==> config.mk <==
export PLATFORM = sky130hd
export DESIGN_NAME = flash_op_poller
export DESIGN_NICKNAME = d
export VERILOG_FILES = /design/src/rtl/flash_poll_pkg.sv /design/src/rtl/flash_cmd_seq.sv /design/src/rtl/flash_poll_judge.sv /design/src/rtl/flash_op_timer.sv /design/src/rtl/flash_op_poller.sv
export SDC_FILE = /design/constraint.sdc
export NUM_CORES = 1
export LEC_CHECK = 0
export CORE_ASPECT_RATIO = 0.8
export CORE_MARGIN = 2
export CORE_UTILIZATION = 60
export CTS_CLUSTER_DIAMETER = 30
export DETAILED_ROUTE_END_ITERATION = 10
export DONT_BUFFER_PORTS = 1
export PLACE_DENSITY = 0.79
export SYNTH_ARGS = -nofsm -noshare
export SYNTH_HDL_FRONTEND = slang
export SYNTH_SLANG_ARGS = --single-unit
==> constraint.sdc <==
create_clock -name clk -period 3.85 [get_ports clk]
set_input_delay 0.77 -clock clk [delete_from_list [all_inputs] [get_ports clk]]
set_output_delay 0.77 -clock clk [all_outputs]
set_load 0.1 [all_outputs]
==> src/rtl/flash_poll_pkg.sv <==
package flash_poll_pkg;

    typedef enum logic [1:0] {
        OP_PROG   = 2'd0,
        OP_SECTOR = 2'd1,
        OP_BLOCK  = 2'd2,
        OP_CHIP   = 2'd3
    } flash_op_e;

    typedef enum logic [1:0] {
        RES_OK      = 2'd0,
        RES_ERROR   = 2'd1,
        RES_TIMEOUT = 2'd2
    } flash_res_e;

    typedef enum logic [2:0] {
        ST_IDLE,
        ST_CMD,
        ST_POLL,
        ST_CONFIRM,
        ST_VERIFY,
        ST_RECHECK
    } poll_state_e;

    // unlock addresses (low address bits only)
    localparam logic [10:0] UNLOCK_HI = 11'h555;
    localparam logic [10:0] UNLOCK_LO = 11'h2AA;

    // command codes
    localparam logic [7:0] CODE_KEY1   = 8'hAA;
    localparam logic [7:0] CODE_KEY2   = 8'h55;
    localparam logic [7:0] CODE_WRITE  = 8'hA0;
    localparam logic [7:0] CODE_ERASE  = 8'h80;
    localparam logic [7:0] CODE_CHIP   = 8'h10;
    localparam logic [7:0] CODE_SECTOR = 8'h50;
    localparam logic [7:0] CODE_BLOCK  = 8'h30;

    // status bit positions in the read word
    localparam int TOG_BIT   = 6;
    localparam int DPOLL_BIT = 7;

    localparam int PROG_STEPS  = 4;
    localparam int ERASE_STEPS = 6;

endpackage

==> src/rtl/flash_cmd_seq.sv <==
module flash_cmd_seq
    import flash_poll_pkg::*;
#(
    parameter int ADDR_W = 22,
    parameter int DATA_W = 16
) (
    input  flash_op_e           op,
    input  logic [2:0]          step,
    input  logic [ADDR_W-1:0]   tgt_addr,
    input  logic [DATA_W-1:0]   tgt_data,
    output logic [ADDR_W-1:0]   cmd_addr,
    output logic [DATA_W-1:0]   cmd_data,
    output logic                cmd_last
);
    localparam logic [ADDR_W-1:0] A_HI = ADDR_W'(UNLOCK_HI);
    localparam logic [ADDR_W-1:0] A_LO = ADDR_W'(UNLOCK_LO);

    logic [7:0] final_code;

    always_comb begin
        case (op)
            OP_CHIP:   final_code = CODE_CHIP;
            OP_SECTOR: final_code = CODE_SECTOR;
            default:   final_code = CODE_BLOCK;
        endcase
    end

    always_comb begin
        cmd_addr = A_HI;
        cmd_data = DATA_W'(CODE_KEY1);
        cmd_last = 1'b0;
        if (op == OP_PROG) begin
            case (step)
                3'd0: begin cmd_addr = A_HI; cmd_data = DATA_W'(CODE_KEY1); end
                3'd1: begin cmd_addr = A_LO; cmd_data = DATA_W'(CODE_KEY2); end
                3'd2: begin cmd_addr = A_HI; cmd_data = DATA_W'(CODE_WRITE); end
                default: begin
                    cmd_addr = tgt_addr;
                    cmd_data = tgt_data;
                    cmd_last = 1'b1;
                end
            endcase
        end else begin
            case (step)
                3'd0: begin cmd_addr = A_HI; cmd_data = DATA_W'(CODE_KEY1); end
                3'd1: begin cmd_addr = A_LO; cmd_data = DATA_W'(CODE_KEY2); end
                3'd2: begin cmd_addr = A_HI; cmd_data = DATA_W'(CODE_ERASE); end
                3'd3: begin cmd_addr = A_HI; cmd_data = DATA_W'(CODE_KEY1); end
                3'd4: begin cmd_addr = A_LO; cmd_data = DATA_W'(CODE_KEY2); end
                default: begin
                    cmd_addr = (op == OP_CHIP) ? A_HI : tgt_addr;
                    cmd_data = DATA_W'(final_code);
                    cmd_last = 1'b1;
                end
            endcase
        end
    end
endmodule

==> src/rtl/flash_poll_judge.sv <==
module flash_poll_judge (
    input  logic mode_dpoll,
    input  logic prev_vld,
    input  logic prev_tog,
    input  logic rd_tog,
    input  logic rd_dpoll,
    input  logic exp_dpoll,
    output logic hit
);
    always_comb begin
        if (mode_dpoll) hit = (rd_dpoll == exp_dpoll);
        else            hit = prev_vld && (rd_tog == prev_tog);
    end
endmodule

==> src/rtl/flash_op_timer.sv <==
module flash_op_timer #(
    parameter int CNT_W = 22
) (
    input  logic             clk,
    input  logic             rst_n,
    input  logic             clr,
    input  logic             en,
    input  logic [CNT_W-1:0] limit,
    output logic             expired
);
    logic [CNT_W-1:0] cnt_d, cnt_q;

    always_comb begin
        cnt_d = cnt_q;
        if (clr)                      cnt_d = '0;
        else if (en && cnt_q < limit) cnt_d = cnt_q + 1'b1;
    end

    always_ff @(posedge clk) begin
        if (!rst_n) cnt_q <= '0;
        else        cnt_q <= cnt_d;
    end

    assign expired = (cnt_q >= limit);
endmodule

==> src/rtl/flash_op_poller.sv <==
module flash_op_poller
    import flash_poll_pkg::*;
#(
    parameter int ADDR_W      = 22,
    parameter int DATA_W      = 16,
    parameter int PROG_LIMIT  = 500,
    parameter int ERASE_LIMIT = 1250000,
    parameter int CHIP_LIMIT  = 2500000
) (
    input  logic              clk,
    input  logic              rst_n,
    input  logic              req_valid,
    input  logic [1:0]        req_op,
    input  logic              req_mode,
    input  logic [ADDR_W-1:0] req_addr,
    input  logic [DATA_W-1:0] req_data,
    output logic              busy,
    output logic              refused,
    output logic              done,
    output logic [1:0]        result,
    output logic [DATA_W-1:0] final_word,
    output logic              bus_wr,
    output logic              bus_rd,
    output logic [ADDR_W-1:0] bus_addr,
    output logic [DATA_W-1:0] bus_wdata,
    input  logic [DATA_W-1:0] bus_rdata,
    input  logic              bus_ready
);
    localparam int MAX_A   = (PROG_LIMIT > ERASE_LIMIT) ? PROG_LIMIT : ERASE_LIMIT;
    localparam int MAX_LIM = (MAX_A > CHIP_LIMIT) ? MAX_A : CHIP_LIMIT;
    localparam int CNT_W   = $clog2(MAX_LIM + 1);

    typedef struct packed {
        poll_state_e       state;
        logic [2:0]        step;
        logic              k;
        logic              prev_tog;
        logic              prev_vld;
        flash_op_e         op;
        logic              mode;
        logic [ADDR_W-1:0] addr;
        logic [DATA_W-1:0] data;
        logic              done;
        logic [1:0]        result;
        logic              refused;
        logic [DATA_W-1:0] word;
    } regs_t;

    regs_t r_d, r_q;

    logic [ADDR_W-1:0] cmd_addr;
    logic [DATA_W-1:0] cmd_data;
    logic              cmd_last;
    logic [DATA_W-1:0] exp_word;
    logic              hit;
    logic              expired;
    logic              tmr_clr, tmr_en;
    logic [CNT_W-1:0]  limit;

    flash_cmd_seq #(.ADDR_W(ADDR_W), .DATA_W(DATA_W)) u_seq (
        .op       (r_q.op),
        .step     (r_q.step),
        .tgt_addr (r_q.addr),
        .tgt_data (r_q.data),
        .cmd_addr (cmd_addr),
        .cmd_data (cmd_data),
        .cmd_last (cmd_last)
    );

    assign exp_word = (r_q.op == OP_PROG) ? r_q.data : {DATA_W{1'b1}};

    flash_poll_judge u_judge (
        .mode_dpoll (r_q.mode),
        .prev_vld   (r_q.prev_vld),
        .prev_tog   (r_q.prev_tog),
        .rd_tog     (bus_rdata[TOG_BIT]),
        .rd_dpoll   (bus_rdata[DPOLL_BIT]),
        .exp_dpoll  (exp_word[DPOLL_BIT]),
        .hit        (hit)
    );

    always_comb begin
        case (r_q.op)
            OP_PROG: limit = CNT_W'(PROG_LIMIT);
            OP_CHIP: limit = CNT_W'(CHIP_LIMIT);
            default: limit = CNT_W'(ERASE_LIMIT);
        endcase
    end

    assign tmr_clr = (r_q.state == ST_CMD) && bus_ready && cmd_last;
    assign tmr_en  = (r_q.state == ST_POLL) || (r_q.state == ST_CONFIRM);

    flash_op_timer #(.CNT_W(CNT_W)) u_timer (
        .clk     (clk),
        .rst_n   (rst_n),
        .clr     (tmr_clr),
        .en      (tmr_en),
        .limit   (limit),
        .expired (expired)
    );

    always_comb begin
        r_d         = r_q;
        r_d.done    = 1'b0;
        r_d.refused = req_valid && (r_q.state != ST_IDLE);
        case (r_q.state)
            ST_IDLE: begin
                if (req_valid) begin
                    r_d.op    = flash_op_e'(req_op);
                    r_d.mode  = req_mode;
                    r_d.addr  = req_addr;
                    r_d.data  = req_data;
                    r_d.step  = '0;
                    r_d.state = ST_CMD;
                end
            end
            ST_CMD: begin
                if (bus_ready) begin
                    if (cmd_last) begin
                        r_d.state    = ST_POLL;
                        r_d.prev_vld = 1'b0;
                    end else begin
                        r_d.step = r_q.step + 3'd1;
                    end
                end
            end
            ST_POLL: begin
                if (bus_ready) begin
                    r_d.prev_tog = bus_rdata[TOG_BIT];
                    r_d.prev_vld = 1'b1;
                    if (hit) begin
                        r_d.state = ST_CONFIRM;
                        r_d.k     = 1'b0;
                    end else if (expired) begin
                        r_d.state  = ST_IDLE;
                        r_d.done   = 1'b1;
                        r_d.result = RES_TIMEOUT;
                    end
                end
            end
            ST_CONFIRM: begin
                if (bus_ready) begin
                    r_d.prev_tog = bus_rdata[TOG_BIT];
                    if (hit) begin
                        if (r_q.k) r_d.state = ST_VERIFY;
                        else       r_d.k     = 1'b1;
                    end else if (expired) begin
                        r_d.state  = ST_IDLE;
                        r_d.done   = 1'b1;
                        r_d.result = RES_TIMEOUT;
                    end else begin
                        r_d.state = ST_POLL;
                    end
                end
            end
            ST_VERIFY: begin
                if (bus_ready) begin
                    r_d.word = bus_rdata;
                    if (bus_rdata == exp_word) begin
                        r_d.state  = ST_IDLE;
                        r_d.done   = 1'b1;
                        r_d.result = RES_OK;
                    end else begin
                        r_d.state = ST_RECHECK;
                        r_d.k     = 1'b0;
                    end
                end
            end
            ST_RECHECK: begin
                if (bus_ready) begin
                    r_d.word = bus_rdata;
                    if (bus_rdata != exp_word) begin
                        r_d.state  = ST_IDLE;
                        r_d.done   = 1'b1;
                        r_d.result = RES_ERROR;
                    end else if (r_q.k) begin
                        r_d.state  = ST_IDLE;
                        r_d.done   = 1'b1;
                        r_d.result = RES_OK;
                    end else begin
                        r_d.k = 1'b1;
                    end
                end
            end
            default: r_d.state = ST_IDLE;
        endcase
    end

    always_ff @(posedge clk) begin
        if (!rst_n) r_q <= '0;
        else        r_q <= r_d;
    end

    assign busy       = (r_q.state != ST_IDLE);
    assign refused    = r_q.refused;
    assign done       = r_q.done;
    assign result     = r_q.result;
    assign final_word = r_q.word;
    assign bus_wr     = (r_q.state == ST_CMD);
    assign bus_rd     = busy && (r_q.state != ST_CMD);
    assign bus_addr   = bus_wr ? cmd_addr : r_q.addr;
    assign bus_wdata  = bus_wr ? cmd_data : '0;
endmodule

==> results.json <==
{
  "routed_wl_mm": 14.5,
  "worstHoldPathType": "register to register",
  "finish.instance_area_mm2": 0.00643,
  "cts_buffers": 9,
  "via_per_inst": 6.25,
  "slew_headroom_pct": 34.3,
  "synth.most_common_cell": "nand2_1",
  "die_w_um": 111,
  "slew_violations": 0,
  "nets": 799,
  "coreArea_mm2": 0.00904,
  "grt_pass1_vias": 4877,
  "synthToLayoutAreaGrowth_pct": 16.0,
  "layout-drive-gt1-share_pct": 12.6,
  "yosys_warnings": 0,
  "port_buffers": 0,
  "cp-end-kind": "register",
  "period_share_pct": 93.4,
  "critPathLaunchType": "register",
  "vias": 5198,
  "cts_buffer_depth": 2,
  "drv_cap": 0,
  "tightest_slew_ps": 984,
  "syn_area_mm2": 0.00555,
  "ant_nets": 0,
  "netlist_top_cells_count": "nand2_1 (164), dfxtp_1 (92), a21boi_0 (58), nor2_1 (42), clkbuf_1 (34)",
  "placement.cell_area_mm2": 0.00615,
  "dieArea_mm2": 0.0100,
  "synth.largest_area_cell": "dfxtp_1",
  "required_ps": 4130,
  "synth_cells": 710,
  "ys_ff_latch": 92,
  "grt_pass1_wl_mm": 23.2,
  "hpwl_mm": 10.5,
  "timing.setup.tns_ps": 0,
  "drc": 0,
  "critPathMaxFanout": 15,
  "fin_skew_ps": 11.0,
  "synth_ff_type": "dfxtp_1",
  "ctsHoldBuffers": 0,
  "synth_area_leaders": "dfxtp_1 (33%), nand2_1 (11%), a21boi_0 (7.9%)",
  "antenna_found_initial": 0,
  "setup_viol": 0,
  "overflow": 0,
  "hold_violations": 0,
  "max_stage_delay_ps": 570,
  "synth_top_area_share_pct": 33.2,
  "clkSinkCount": 92,
  "ys_types": 69,
  "avgSynthCellArea_um2": 7.81,
  "clkSlewWorstSetupHoldPaths_ps": 60,
  "cts_setup_buffers": 0,
  "whs_ps": 457,
  "cts_resized": 0,
  "cellPowerDensity_mw_per_mm2": 632,
  "grt_max_degree": 76,
  "layoutNonFillerInstCount": 832,
  "drt-initial-drc-count": 502,
  "cp.arrival_ps": 3880,
  "start_util_pct": 61.4,
  "cts_tree": "done",
  "wl_per_cell_um": 17.4,
  "status": "finished clean",
  "grt_usage_pct": 27.9,
  "fin_crit_ps": 3600,
  "async_reset_ff_share_pct": 0,
  "num_io_pins": 122,
  "die_y_um": 90.0,
  "htree_levels": 3,
  "synth-edff-count": 0,
  "max_freq_ghz": 0.278,
  "worstSetupPathType": "register to register",
  "syn_nets": 794,
  "cp_slowest_cell": "or4_4",
  "cp_cell_sequence": "inv_1 -> ha_1 -> inv_1 -> ha_1 -> a31oi_1 -> nand2_1 -> a221oi_4 -> o211ai_4 -> or4_4 -> or4_1 -> o21ai_1",
  "cts-root-buf": "clkbuf_16",
  "rsz0062_at_grt": "no",
  "p_leak_nw": 2.44,
  "rows": 31,
  "drtPass1Iterations": 5,
  "vdd_drop_max_v": 0.000610,
  "clk_latency_ps": 340,
  "routabilityCongestion": 0.923,
  "totalPowerFinal_mw": 4.07,
  "dpl.cell_count": 819,
  "diodes": 0,
  "synth.yosys.seq_area_share_pct": 33.2
}
-- cell families (layout without fill, tap and decap cells) --
| family | count (synthesis) | in the layout | synth area share, % |
|---|---|---|---|
| adders and majority gates | 25 | 25 | 5.57 |
| buffers and inverters | 75 | 82 | 6.41 |
| and+or+nand+nor | 315 | 315 | 27.5 |
| muxes | 8 | 8 | 1.47 |
| xor gates and xnor gates | 23 | 23 | 3.63 |
| AOI/OAI and AO/OA | 172 | 172 | 22.2 |
| DFF | 92 | 92 | 33.2 |
-- through the flow --
stage | utilization [%] | worst slack [ps]
floorplan | - | -612
global placement | 68.0 | 495
detailed placement | 68.0 | 262
CTS | 71.1 | 209
global route | 71.2 | 0.781
finish | 71.2 | 254
-- worst paths after layout --
path	start	to	slack, ps	cells after the start
min	r_q[53]	r_q[53]	460	2
max	r_q[59]	u_timer.cnt_q[12]	250	11
min reg2reg	r_q[53]	r_q[53]	460	2
max reg2reg	r_q[59]	u_timer.cnt_q[12]	250	11
-- state kept, by name, indices dropped and copies added, names as in the netlist --
signal / flops
done: 1
final_word: 16
r_q: 50
refused: 1
result: 2
u_timer.cnt_q: 22
-- power breakdown --
| group | internal, mW | leakage [nW] | switching, mW |
|---|---|---|---|
| sequential | 1.06 | 0.748 | 0.122 |
| combinational | 0.559 | 1.56 | 1.47 |
| clock | 0.510 | 0.134 | 0.353 |
| total | 2.13 | 2.44 | 1.94 |
-- placed cells by master (no fill, tap or decap), drive strengths merged, types with 18 or more instances in the layout --
cell type  instances
nand2            164
ha                23
o21ai             25
nor2              42
dfxtp             92
and2              24
a21oi             24
inv               19
a21boi            58
xnor2             18
buf               49
-- metal layers --
layer	global-route usage (%)	routed length (um)	vias up
met5	0	0	-
met4	8.13	269	0
met3	9.58	1390	34
met2	44.9	6740	252
met1	35.8	6060	2462
li1	-	-	2450
-- final cells by class --
type	count	area (um^2)
Timing Repair Buffer	49	688
Clock buffer	11	243
Tap cell	115	144
Multi-Input combinational cell	543	3400
Sequential cell	92	1840
Fill cell	680	2600
Clock inverter	2	37.5
Inverter	20	75.1
-- worst max-delay path, delay by kind of cell (launching register included) --
family / cells / cell delay, ps
compound gates: 4 / 810
fa+ha+maj: 2 / 840
buf+inv: 2 / 280
flops: 1 / 440
simple gates: 3 / 1170
Power figures use the tool's default switching activity.
